File: src/rtl/fsd_pkg.sv
package fsd_pkg;
  typedef enum logic {FMT_ST = 1'b0, FMT_GCI = 1'b1} fp_fmt_e;
endpackage

File: src/rtl/fsd_short_det.sv
module fsd_short_det
  import fsd_pkg::*;
#(
  parameter int MAX_W = 4,
  parameter int LEN_W = 11
) (
  input  logic             clk_i,
  input  logic             rst_ni,
  input  logic             fp_i,
  input  logic             restart_i,
  output logic             ev_o,
  output fp_fmt_e          ev_pol_o,
  output logic [LEN_W-1:0] ev_len_o
);
  localparam int RUN_W = $clog2(MAX_W + 2);
  localparam logic [RUN_W-1:0] SAT = RUN_W'(MAX_W + 1);

  logic             lvl_q;
  logic [RUN_W-1:0] run_q;
  logic             chg;

  assign chg      = fp_i != lvl_q;
  assign ev_o     = chg && (run_q <= RUN_W'(MAX_W)) && !restart_i;
  assign ev_pol_o = fp_fmt_e'(lvl_q);
  assign ev_len_o = LEN_W'(run_q);

  // run_q saturates at SAT: a run that long can no longer be a pulse
  always_ff @(posedge clk_i or negedge rst_ni) begin
    if (!rst_ni) begin
      lvl_q <= 1'b1;
      run_q <= SAT;
    end else begin
      lvl_q <= fp_i;
      if (restart_i)       run_q <= SAT;
      else if (chg)        run_q <= RUN_W'(1);
      else if (run_q != SAT) run_q <= run_q + RUN_W'(1);
    end
  end
endmodule

File: src/rtl/fsd_wide_det.sv
module fsd_wide_det (
  input  logic clk_i,
  input  logic rst_ni,
  input  logic fp_i,
  input  logic aux_clk_i,
  output logic ev_o
);
  logic aux_q, smp_q, aux_rise;

  assign aux_rise = aux_clk_i & ~aux_q;
  assign ev_o     = aux_rise & smp_q & ~fp_i;

  always_ff @(posedge clk_i or negedge rst_ni) begin
    if (!rst_ni) begin
      aux_q <= 1'b0;
      smp_q <= 1'b0;
    end else begin
      aux_q <= aux_clk_i;
      if (aux_rise) smp_q <= fp_i;
    end
  end
endmodule

File: src/rtl/fsd_track.sv
module fsd_track
  import fsd_pkg::*;
#(
  parameter int FRAME_LEN   = 2048,
  parameter int LOCK_FRAMES = 3,
  parameter int POS_W       = 11
) (
  input  logic             clk_i,
  input  logic             rst_ni,
  input  logic             flush_i,
  input  logic             ev_i,
  input  fp_fmt_e          ev_pol_i,
  input  logic [POS_W-1:0] ev_len_i,
  output logic [POS_W-1:0] pos_o,
  output logic             lock_o,
  output fp_fmt_e          fmt_o
);
  localparam int CH_W = $clog2(LOCK_FRAMES + 1);
  localparam logic [CH_W-1:0]  CH_MAX = CH_W'(LOCK_FRAMES);
  localparam logic [POS_W-1:0] LAST   = POS_W'(FRAME_LEN - 1);

  logic [POS_W-1:0] cnt_q, nxt, len_q;
  logic [CH_W-1:0]  chain_q, chain_nx;
  fp_fmt_e          pol_q;
  logic             lock_q, match, due;

  assign nxt      = (cnt_q == LAST) ? '0 : cnt_q + POS_W'(1);
  assign chain_nx = (chain_q == CH_MAX) ? chain_q : chain_q + CH_W'(1);
  assign due      = (chain_q != '0) && (nxt == len_q);
  assign match    = due && (ev_pol_i == pol_q) && (ev_len_i == len_q);

  always_ff @(posedge clk_i or negedge rst_ni) begin
    if (!rst_ni) begin
      cnt_q   <= '0;
      chain_q <= '0;
      pol_q   <= FMT_ST;
      len_q   <= '0;
      lock_q  <= 1'b0;
    end else begin
      cnt_q <= ev_i ? ev_len_i : nxt;
      if (flush_i) begin
        chain_q <= '0;
        lock_q  <= 1'b0;
      end else if (ev_i && match) begin
        chain_q <= chain_nx;
        if (chain_nx >= CH_MAX) lock_q <= 1'b1;
      end else if (ev_i) begin
        chain_q <= CH_W'(1);
        pol_q   <= ev_pol_i;
        len_q   <= ev_len_i;
        lock_q  <= (LOCK_FRAMES <= 1);
      end else if (due) begin
        chain_q <= '0;
        lock_q  <= 1'b0;
      end
    end
  end

  assign pos_o  = cnt_q;
  assign lock_o = lock_q;
  assign fmt_o  = pol_q;
endmodule

File: src/rtl/frame_sync_detect.sv
module frame_sync_detect
  import fsd_pkg::*;
#(
  parameter int FRAME_LEN   = 2048,
  parameter int MAX_W       = 4,
  parameter int LOCK_FRAMES = 3,
  localparam int POS_W      = $clog2(FRAME_LEN)
) (
  input  logic             clk_i,
  input  logic             rst_ni,
  input  logic             wide_mode_i,
  input  logic             fp_i,
  input  logic             aux_clk_i,
  output logic             sof_o,
  output logic [POS_W-1:0] pos_o,
  output logic             fmt_gci_o,
  output logic             lock_o
);
  logic             mode_q, flush;
  logic             s_ev, w_ev, ev;
  fp_fmt_e          s_pol, ev_pol, fmt;
  logic [POS_W-1:0] s_len, ev_len;

  always_ff @(posedge clk_i or negedge rst_ni) begin
    if (!rst_ni) mode_q <= 1'b0;
    else         mode_q <= wide_mode_i;
  end
  assign flush = wide_mode_i != mode_q;

  fsd_short_det #(.MAX_W(MAX_W), .LEN_W(POS_W)) u_short (
    .clk_i, .rst_ni, .fp_i, .restart_i(flush),
    .ev_o(s_ev), .ev_pol_o(s_pol), .ev_len_o(s_len)
  );

  fsd_wide_det u_wide (
    .clk_i, .rst_ni, .fp_i, .aux_clk_i, .ev_o(w_ev)
  );

  // wide boundary is pos 0 with fixed negative polarity
  assign ev     = !flush && (wide_mode_i ? w_ev : s_ev);
  assign ev_pol = wide_mode_i ? FMT_ST : s_pol;
  assign ev_len = wide_mode_i ? '0 : s_len;

  fsd_track #(.FRAME_LEN(FRAME_LEN), .LOCK_FRAMES(LOCK_FRAMES), .POS_W(POS_W)) u_track (
    .clk_i, .rst_ni, .flush_i(flush), .ev_i(ev), .ev_pol_i(ev_pol),
    .ev_len_i(ev_len), .pos_o, .lock_o, .fmt_o(fmt)
  );

  assign sof_o     = lock_o && (pos_o == '0);
  assign fmt_gci_o = (fmt == FMT_GCI);
endmodule

File: config.mk
export PLATFORM = sky130hd
export DESIGN_NAME = frame_sync_detect
export DESIGN_NICKNAME = d
export VERILOG_FILES = /design/src/rtl/fsd_pkg.sv /design/src/rtl/fsd_short_det.sv /design/src/rtl/fsd_wide_det.sv /design/src/rtl/fsd_track.sv /design/src/rtl/frame_sync_detect.sv
export SDC_FILE = /design/constraint.sdc
export NUM_CORES = 1
export LEC_CHECK = 0
export ABC_AREA = 1
export BUFFER_PORTS_ARGS = -buffer_cell sky130_fd_sc_hd__buf_2
export CORE_ASPECT_RATIO = 0.7
export CORE_MARGIN = 2
export CORE_UTILIZATION = 35
export DETAILED_ROUTE_END_ITERATION = 7
export PLACE_DENSITY = 0.59
export RECOVER_POWER = 100
export SYNTH_ARGS = -nofsm -noshare
export SYNTH_HDL_FRONTEND = slang
export SYNTH_SLANG_ARGS = --single-unit
export TNS_END_PERCENT = 100
File: constraint.sdc
create_clock -name clk_i -period 2.6 [get_ports clk_i]
set_input_delay 0.13 -clock clk_i [delete_from_list [all_inputs] [get_ports clk_i]]
set_output_delay 0.13 -clock clk_i [all_outputs]
set_load 0.01 [all_outputs]
**Word-level counts from Yosys, hierarchy flattened**

Index checks and enable logic that the tools add are counted.

- Add/sub/neg operators: 3
- Order comparisons: 2
- Eq/ne operators: 9
- Mux-type cells: 18
- Bitwise logic cells: 7
- Reduce and logical (&&, ||, !) cells: 15

Operators with widths:

| cell | number |
|---|---|
| two-way mux 11 bit | 2 |
| two-way mux 3 bit | 4 |
| adder 11 x 1 -> 11 bit, second input constant | 1 |
| == test 11 bit | 1 |
| == test 11 bit, second input constant | 1 |
| == test 3 x 11 -> 1 bit | 1 |
| logical NOT 11 bit | 1 |
| two-way mux 2 bit | 5 |
| logical AND 1 bit | 8 |
| two-way mux 1 bit | 7 |
| inequality test 3 bit, second input constant | 2 |
| NOT 1 bit | 4 |
| nonzero test 4 bit | 1 |
| adder 3 x 1 -> 3 bit, second input constant | 1 |
| bitwise AND 1 bit | 3 |
| less-or-equal comparator 3 bit, second input constant | 1 |
| AND reduction 3 bit | 1 |
| nonzero test 3 bit | 1 |
| adder 2 x 1 -> 2 bit, second input constant | 1 |
| == test 2 bit, second input constant | 1 |
| >= comparator 2 bit, second input constant | 1 |
| inequality test 1 bit | 2 |
| AND reduction 2 bit | 1 |
| nonzero test 2 bit | 1 |
| 2 further kinds | 2 |

- Flip-flop bits (word level): 33
- Bits of input ports: 5
- Output and inout port bits: 14
- Word-level logic and storage cells: 64

**Logic depth before layout (Yosys ltp)**

- Word-level depth: 9
- Mapped depth: 16
- Mapped depth without buffers: 16

**Cells and area by module**

A second synthesis with hierarchy kept.

- Cell total of the unflattened synthesis: 340
- Area total of the unflattened synthesis: 2304.7 sq um

By module, submodules not included:

| module | instances | cells each | area each (sq um) | sequential area each (sq um) |
|---|---|---|---|---|
| fsd_track | 1 | 236 | 1681.6 | 650.6 |
| fsd_short_det | 1 | 46 | 327.8 | 103.8 |
| frame_sync_detect | 1 | 49 | 216.5 | 25.0 |
| fsd_wide_det | 1 | 9 | 78.8 | 50.0 |

**Least setup slack after synthesis**

Ideal clock, no wire load.

- Path type: register to register
- Start point: reg u_track.cnt_q[0], in the netlist u_track.pos_o[0]
- End point: reg u_track.len_q[2]
- Setup time: 127 ps
- Arrival time: 1688 ps
- Required time: 2473 ps
- Setup slack: 786 ps
- Stages on the path, launching flop included: 12
- Buffers on the path: 1
- Clock period less this slack: 1814 ps
- Path through: dfrtp_1 -> ha_1 -> nand2_2 -> nor2_4 -> nand3_2 -> buf_6 -> nand3b_2 -> nand3_2 -> nor2_4 -> nand3_2 -> nand2_4 -> o21ai_0

- Word-level cells in the longest chain between the ends: 9
- Elaborated cells on any way between the ends: 10
- Classes of those cells: 1 x add/sub; 2 x eq/ne; 1 x mux; 1 x bitwise; 5 x reduce/logical

RTL lines:

| what | RTL line | source |
|---|---|---|
| start, declared | fsd_track.sv:22 | `logic [POS_W-1:0] cnt_q, nxt, len_q;` |
| start signal, assigned | fsd_track.sv:40 | `cnt_q <= ev_i ? ev_len_i : nxt;` |
| adder 11 x 1 -> 11 bit or == test 11 bit (tied branches) | fsd_track.sv:27 | `assign nxt = (cnt_q == LAST) ? '0 : cnt_q + POS_W'(1);` |
| two-way mux 11 bit * | fsd_track.sv:27 |  |
| == test 11 bit * | fsd_track.sv:29 | `assign due = (chain_q != '0) && (nxt == len_q);` |
| logical AND 1 bit * | fsd_track.sv:29 |  |
| logical AND 1 bit * (2 in a row) | fsd_track.sv:30 | `assign match = due && (ev_pol_i == pol_q) && (ev_len_i == len_q);` |
| logical AND 1 bit * | fsd_track.sv:44 | `end else if (ev_i && match) begin` |
| NOT 1 bit (no source line) * | n/a |  |
| AND reduction 3 bit (no source line) * | n/a |  |
| end signal, assigned | fsd_track.sv:50 | `len_q <= ev_len_i;` |
| end, declared | fsd_track.sv:22 |  |

Every way passes the cells marked *; elsewhere a longest branch is shown, timed or not.
A chain may end at the register's enable or synchronous reset.

**Worst setup path after layout**

- Start point: reg u_track.cnt_q[1], in the netlist u_track.pos_o[1]
- End point: reg u_track.len_q[2]

The elaborated chain is that of the path after synthesis.

==> impl_table.tex <==
\begin{tabular}{lr}
\hline
Metric & Value \\
\hline
\multicolumn{2}{l}{\textbf{Cells and area}} \\
\quad \# diodes & 0 \\
\quad Net count of the finished layout & 227 \\
\quad Layout cells sized above 1 & 10.6\% \\
\quad Growth of design area from synthesis to finish & 12.7\% \\
\quad Non-filler instance count after layout & between 200 and 300 \\
\quad Final Core Density & a little over two fifths \\
\quad Design Area, Final & 1700 um\^{}2 \\
\quad Count of filler cells inserted in the layout & 437 \\
\multicolumn{2}{l}{\textbf{STA}} \\
\quad Final Hold Vio Count & 0 \\
\quad RSZ-0062 raised after global routing & false \\
\quad Slew @ Worst Pin & about 1.4 ns \\
\quad Final critical delay including setup and external delays & 2.24 ns \\
\quad Crit share post-route & 86.0\% \\
\quad Final setup margin & 0.365 ns \\
\quad Max Clock Skew & approximately 0.0058 ns \\
\quad Highest clock frequency the design can meet & approximately 450 MHz \\
\quad Final setup fails & 0 \\
\quad TNS Setup & 0 ns \\
\quad Max-Slew Margin vs Limit & 9.62\% \\
\quad Count of final max-slew check failures & 0 \\
\multicolumn{2}{l}{\textbf{Pwr}} \\
\quad Total power per unit cell area & 971 nW/um\^{}2 \\
\quad VDD IR-drop max & between 0.3 and 0.4 mV \\
\quad Leakage Power & 0.000814 uW \\
\multicolumn{2}{l}{\textbf{Clock tree}} \\
\quad Number of gates given a new drive strength after cts & 0 \\
\quad Sink count of the clock tree & 25 \\
\quad Root cell of the clock tree & clkbuf\_8 \\
\quad CTS tree & yes \\
\quad Worst-path clk slew & approximately 0.09 ns \\
\quad Clk\_lat worst skew & 0.27 ns \\
\quad Total clock buffers created by CTS & 3 \\
\quad Hold buffer count at cts & 3 \\
\quad Number of setup buffers added after CTS & 0 \\
\quad Maximum buffer depth of the clock tree & 2 \\
\quad H-tree lvl count & 1 \\
\multicolumn{2}{l}{\textbf{Drt}} \\
\quad Post-route DRC & 0 \\
\quad TritonRoute pass-1 iters & 4 \\
\quad Routed WL & 3.31 mm \\
\quad Antenna violation net count after detailed routing & 0 \\
\quad Number of vias per cell after detailed routing & 4.82 \\
\quad Count of routing violations after the opening detailed-route iteration & 100 \\
\quad Drt wl/cell & roughly 12 um \\
\quad Detailed-route via count & 1291 \\
\multicolumn{2}{l}{\textbf{Synth}} \\
\quad Cells taking the most area after synthesis & dfrtp\_1 37\%, nand2\_1 11\%, nand3\_1 7.3\%, inv\_1 6.5\%, dfstp\_2 5.2\% \\
\quad Unique cell type count in the Yosys netlist & 24 \\
\quad Async set-reset flop share out of synthesis & 100\% \\
\quad Count of yosys warnings during synthesis & 0 \\
\quad Most common library cells after synthesis & 43 x nand2\_1, 26 x inv\_1, 22 x dfrtp\_1, 22 x nand3\_1, 19 x nor2\_1 \\
\quad Library cell with the highest instance count after synthesis & nand2\_1 \\
\quad Largest area contributor in the synthesized netlist & dfrtp\_1 \\
\quad Sequential fraction of the synthesis area & 41.8\% \\
\quad Synthesized area divided by synthesized cell count & 7.84 um\^{}2 \\
\quad Post-synth design cell area & 1510 um\^{}2 \\
\quad Number of synthesized flops with an enable pin & 0 \\
\quad Share of the synthesized area in the top cell type & 36.6\% \\
\quad Most used flip-flop cell after synthesis & dfrtp\_1 \\
\quad Gate count after technology mapping & about 190 \\
\quad Total of flip-flops plus latches after synthesis & 25 \\
\quad Syn\_nets & between 200 and 250 \\
\multicolumn{2}{l}{\textbf{GRT}} \\
\quad Overflow left after global routing & 0 \\
\quad First-pass GRT wire length & 5.75 mm \\
\quad Number of global-route vias before repair & 1230 \\
\quad Overall routing resource usage & 15.7\% \\
\quad Met2 Resource Use GR & $\sim$22\% \\
\quad Antenna violations before repair & 0 \\
\quad Met3 Usage GRT & 3.37\% \\
\quad Largest net degree at the start of global routing & 26 \\
\quad Met1 Usage GRT & 24.0\% \\
\quad Layer with the highest usage after global routing & met1 \\
\multicolumn{2}{l}{\textbf{Die}} \\
\quad Full die area & 4850 um\^{}2 \\
\quad Horizontal extent of the die & 82.4 um \\
\quad Initial standard-cell utilization of the core & 37.5\% \\
\quad Area of the core & 4020 um\^{}2 \\
\quad Number of top-level pins & 19 \\
\quad Vertical die dimension & 58.9 um \\
\quad Total number of placement rows & 19 \\
\multicolumn{2}{l}{\textbf{Critical path}} \\
\quad Crit path launch type & flip-flop \\
\quad Critical path cell sequence & ha\_1 > nand2\_2 > nor2\_4 > nand3\_1 > nand3b\_2 > nand3\_1 > nor2\_4 > nand3\_2 > nand2\_4 > o21ai\_0 \\
\quad Reg2reg setup slack & 0.36 ns \\
\quad Slowest library cell on the worst path & dfrtp\_1 \\
\quad Largest delay share family, worst path & simple AND/OR/NAND/NOR gates \\
\quad Critical Path End Type & flip-flop \\
\quad Critical path start-end classification & flip-flop to flip-flop \\
\quad Critical path peak fanout & 11 \\
\quad Stage delay of the slowest cell on the critical path & 0.41 ns \\
\quad Data arrival time at the worst-slack endpoint & 2.38 ns \\
\quad Logic depth of the worst register-to-register path & 10 \\
\quad Critical Path RT & 2.75 ns \\
\quad FF-to-FF Start & u\_track.pos\_o[1]\$\_DFF\_PN0\_ \\
\quad Crit Reg-Reg Endpoint & u\_track.len\_q[2]\$\_DFFE\_PN0P\_ \\
\quad Buffers and inverters on the worst path & 0 \\
\multicolumn{2}{l}{\textbf{Flow run}} \\
\quad Number of maximum-capacitance constraint violations & 0 \\
\multicolumn{2}{l}{\textbf{Placed design}} \\
\quad Number of instances in the placed design & 261 \\
\quad Worst-case setup slack after placement & 0.473 ns \\
\quad Number of buffer cells added on primary ports & 18 \\
\quad DPL Wire Length & 2.56 mm \\
\quad Area post-placement & 1650 um\^{}2 \\
\quad Final GP Congestion & 0.852 \\
\multicolumn{2}{l}{\textbf{Min path}} \\
\quad Worst hold path depth & 1 \\
\quad Tightest Hold Check Type & input port to flip-flop \\
\quad Source of the worst hold timing path & wide\_mode\_i \\
\quad Hold-critical path endpoint & mode\_q\$\_DFF\_PN0\_ \\
\multicolumn{2}{l}{\textbf{Status}} \\
\quad Outcome & completed \\
\hline
\end{tabular}
-- cells by family after synthesis --
logic type / synth area share, %
buffers and inverters: 7.73
AND/OR/NAND/NOR: 37.5
XOR/XNOR: 3.49
adder cells (fa/ha/maj): 4.16
flip-flops: 41.8
AO/OA/AOI/OAI: 5.32
-- metrics by stage --
stage	total power (uW)	hold slack [ns]
after floorplan	1220	-0.166
after global placement	1450	0.163
after detailed placement	1440	0.160
after CTS	1680	0.0305
after global routing	1820	0.0739
final	1650	0.0613
-- sequential cells by signal, indices dropped and copies added, names as in the netlist, 2 cells and up --
name / flops
u_track.len_q: 3
u_track.chain_q: 2
u_short.run_q: 3
u_track.pos_o: 11
-- report_power, final --
group | internal (uW) | switching, uW
Sequential | 513 | 144
Combinational | 284 | 473
Clock | 110 | 124
-- metal layers --
metal	vias to the layer above	routed length [um]
met4	0	33
met2	21	1350
met1	602	1750
li1	663	-
met5	-	0
met3	5	174
-- worst max path at each step --
stage                            startpoint                      endpoint  cells past startpoint
6_report         u_track.pos_o[1]$_DFF_PN0_  u_track.len_q[2]$_DFFE_PN0P_                     10
5_1_grt          u_track.pos_o[0]$_DFF_PN0_  u_track.len_q[2]$_DFFE_PN0P_                     11
4_1_cts        u_short.run_q[0]$_DFFE_PN1P_  u_track.len_q[2]$_DFFE_PN0P_                      8
3_5_place_dp   u_short.run_q[0]$_DFFE_PN1P_  u_track.len_q[2]$_DFFE_PN0P_                      8
3_3_place_gp   u_short.run_q[0]$_DFFE_PN1P_  u_track.len_q[2]$_DFFE_PN0P_                      8
2_1_floorplan    u_track.pos_o[0]$_DFF_PN0_  u_track.len_q[2]$_DFFE_PN0P_                     11
-- area by class of cell --
type	instances	area, um^2	area share [%]
multi-input combinational	138	754	44.5
timing repair buffer	21	97.6	5.75
sequential	25	629	37.1
clock buffer	4	45.0	2.65
inverter	28	105	6.19
tap	52	65.1	3.83
-- layout by cell type (no fill, tap or decap) --
cell type / count
nand4_1: 6
dfstp_1: 1
nand2_2: 3
dlygate4sd3_1: 3
nand3b_2: 2
dfrtp_1: 22
nand2_4: 1
nand3b_1: 1
o21ai_0: 11
clkinv_1: 1
nor2_2: 1
or2_2: 2
nor3_1: 2
o21ai_1: 3
ha_1: 5
clkbuf_1: 19
dfstp_2: 2
clkbuf_8: 3
inv_1: 26
nor2_4: 4
nand3_2: 4
nand2_1: 43
nand3_1: 23
xor2_1: 6
nor2_1: 19
a21oi_1: 2
inv_2: 1
Note: power is estimated with default switching activity, not from simulation.
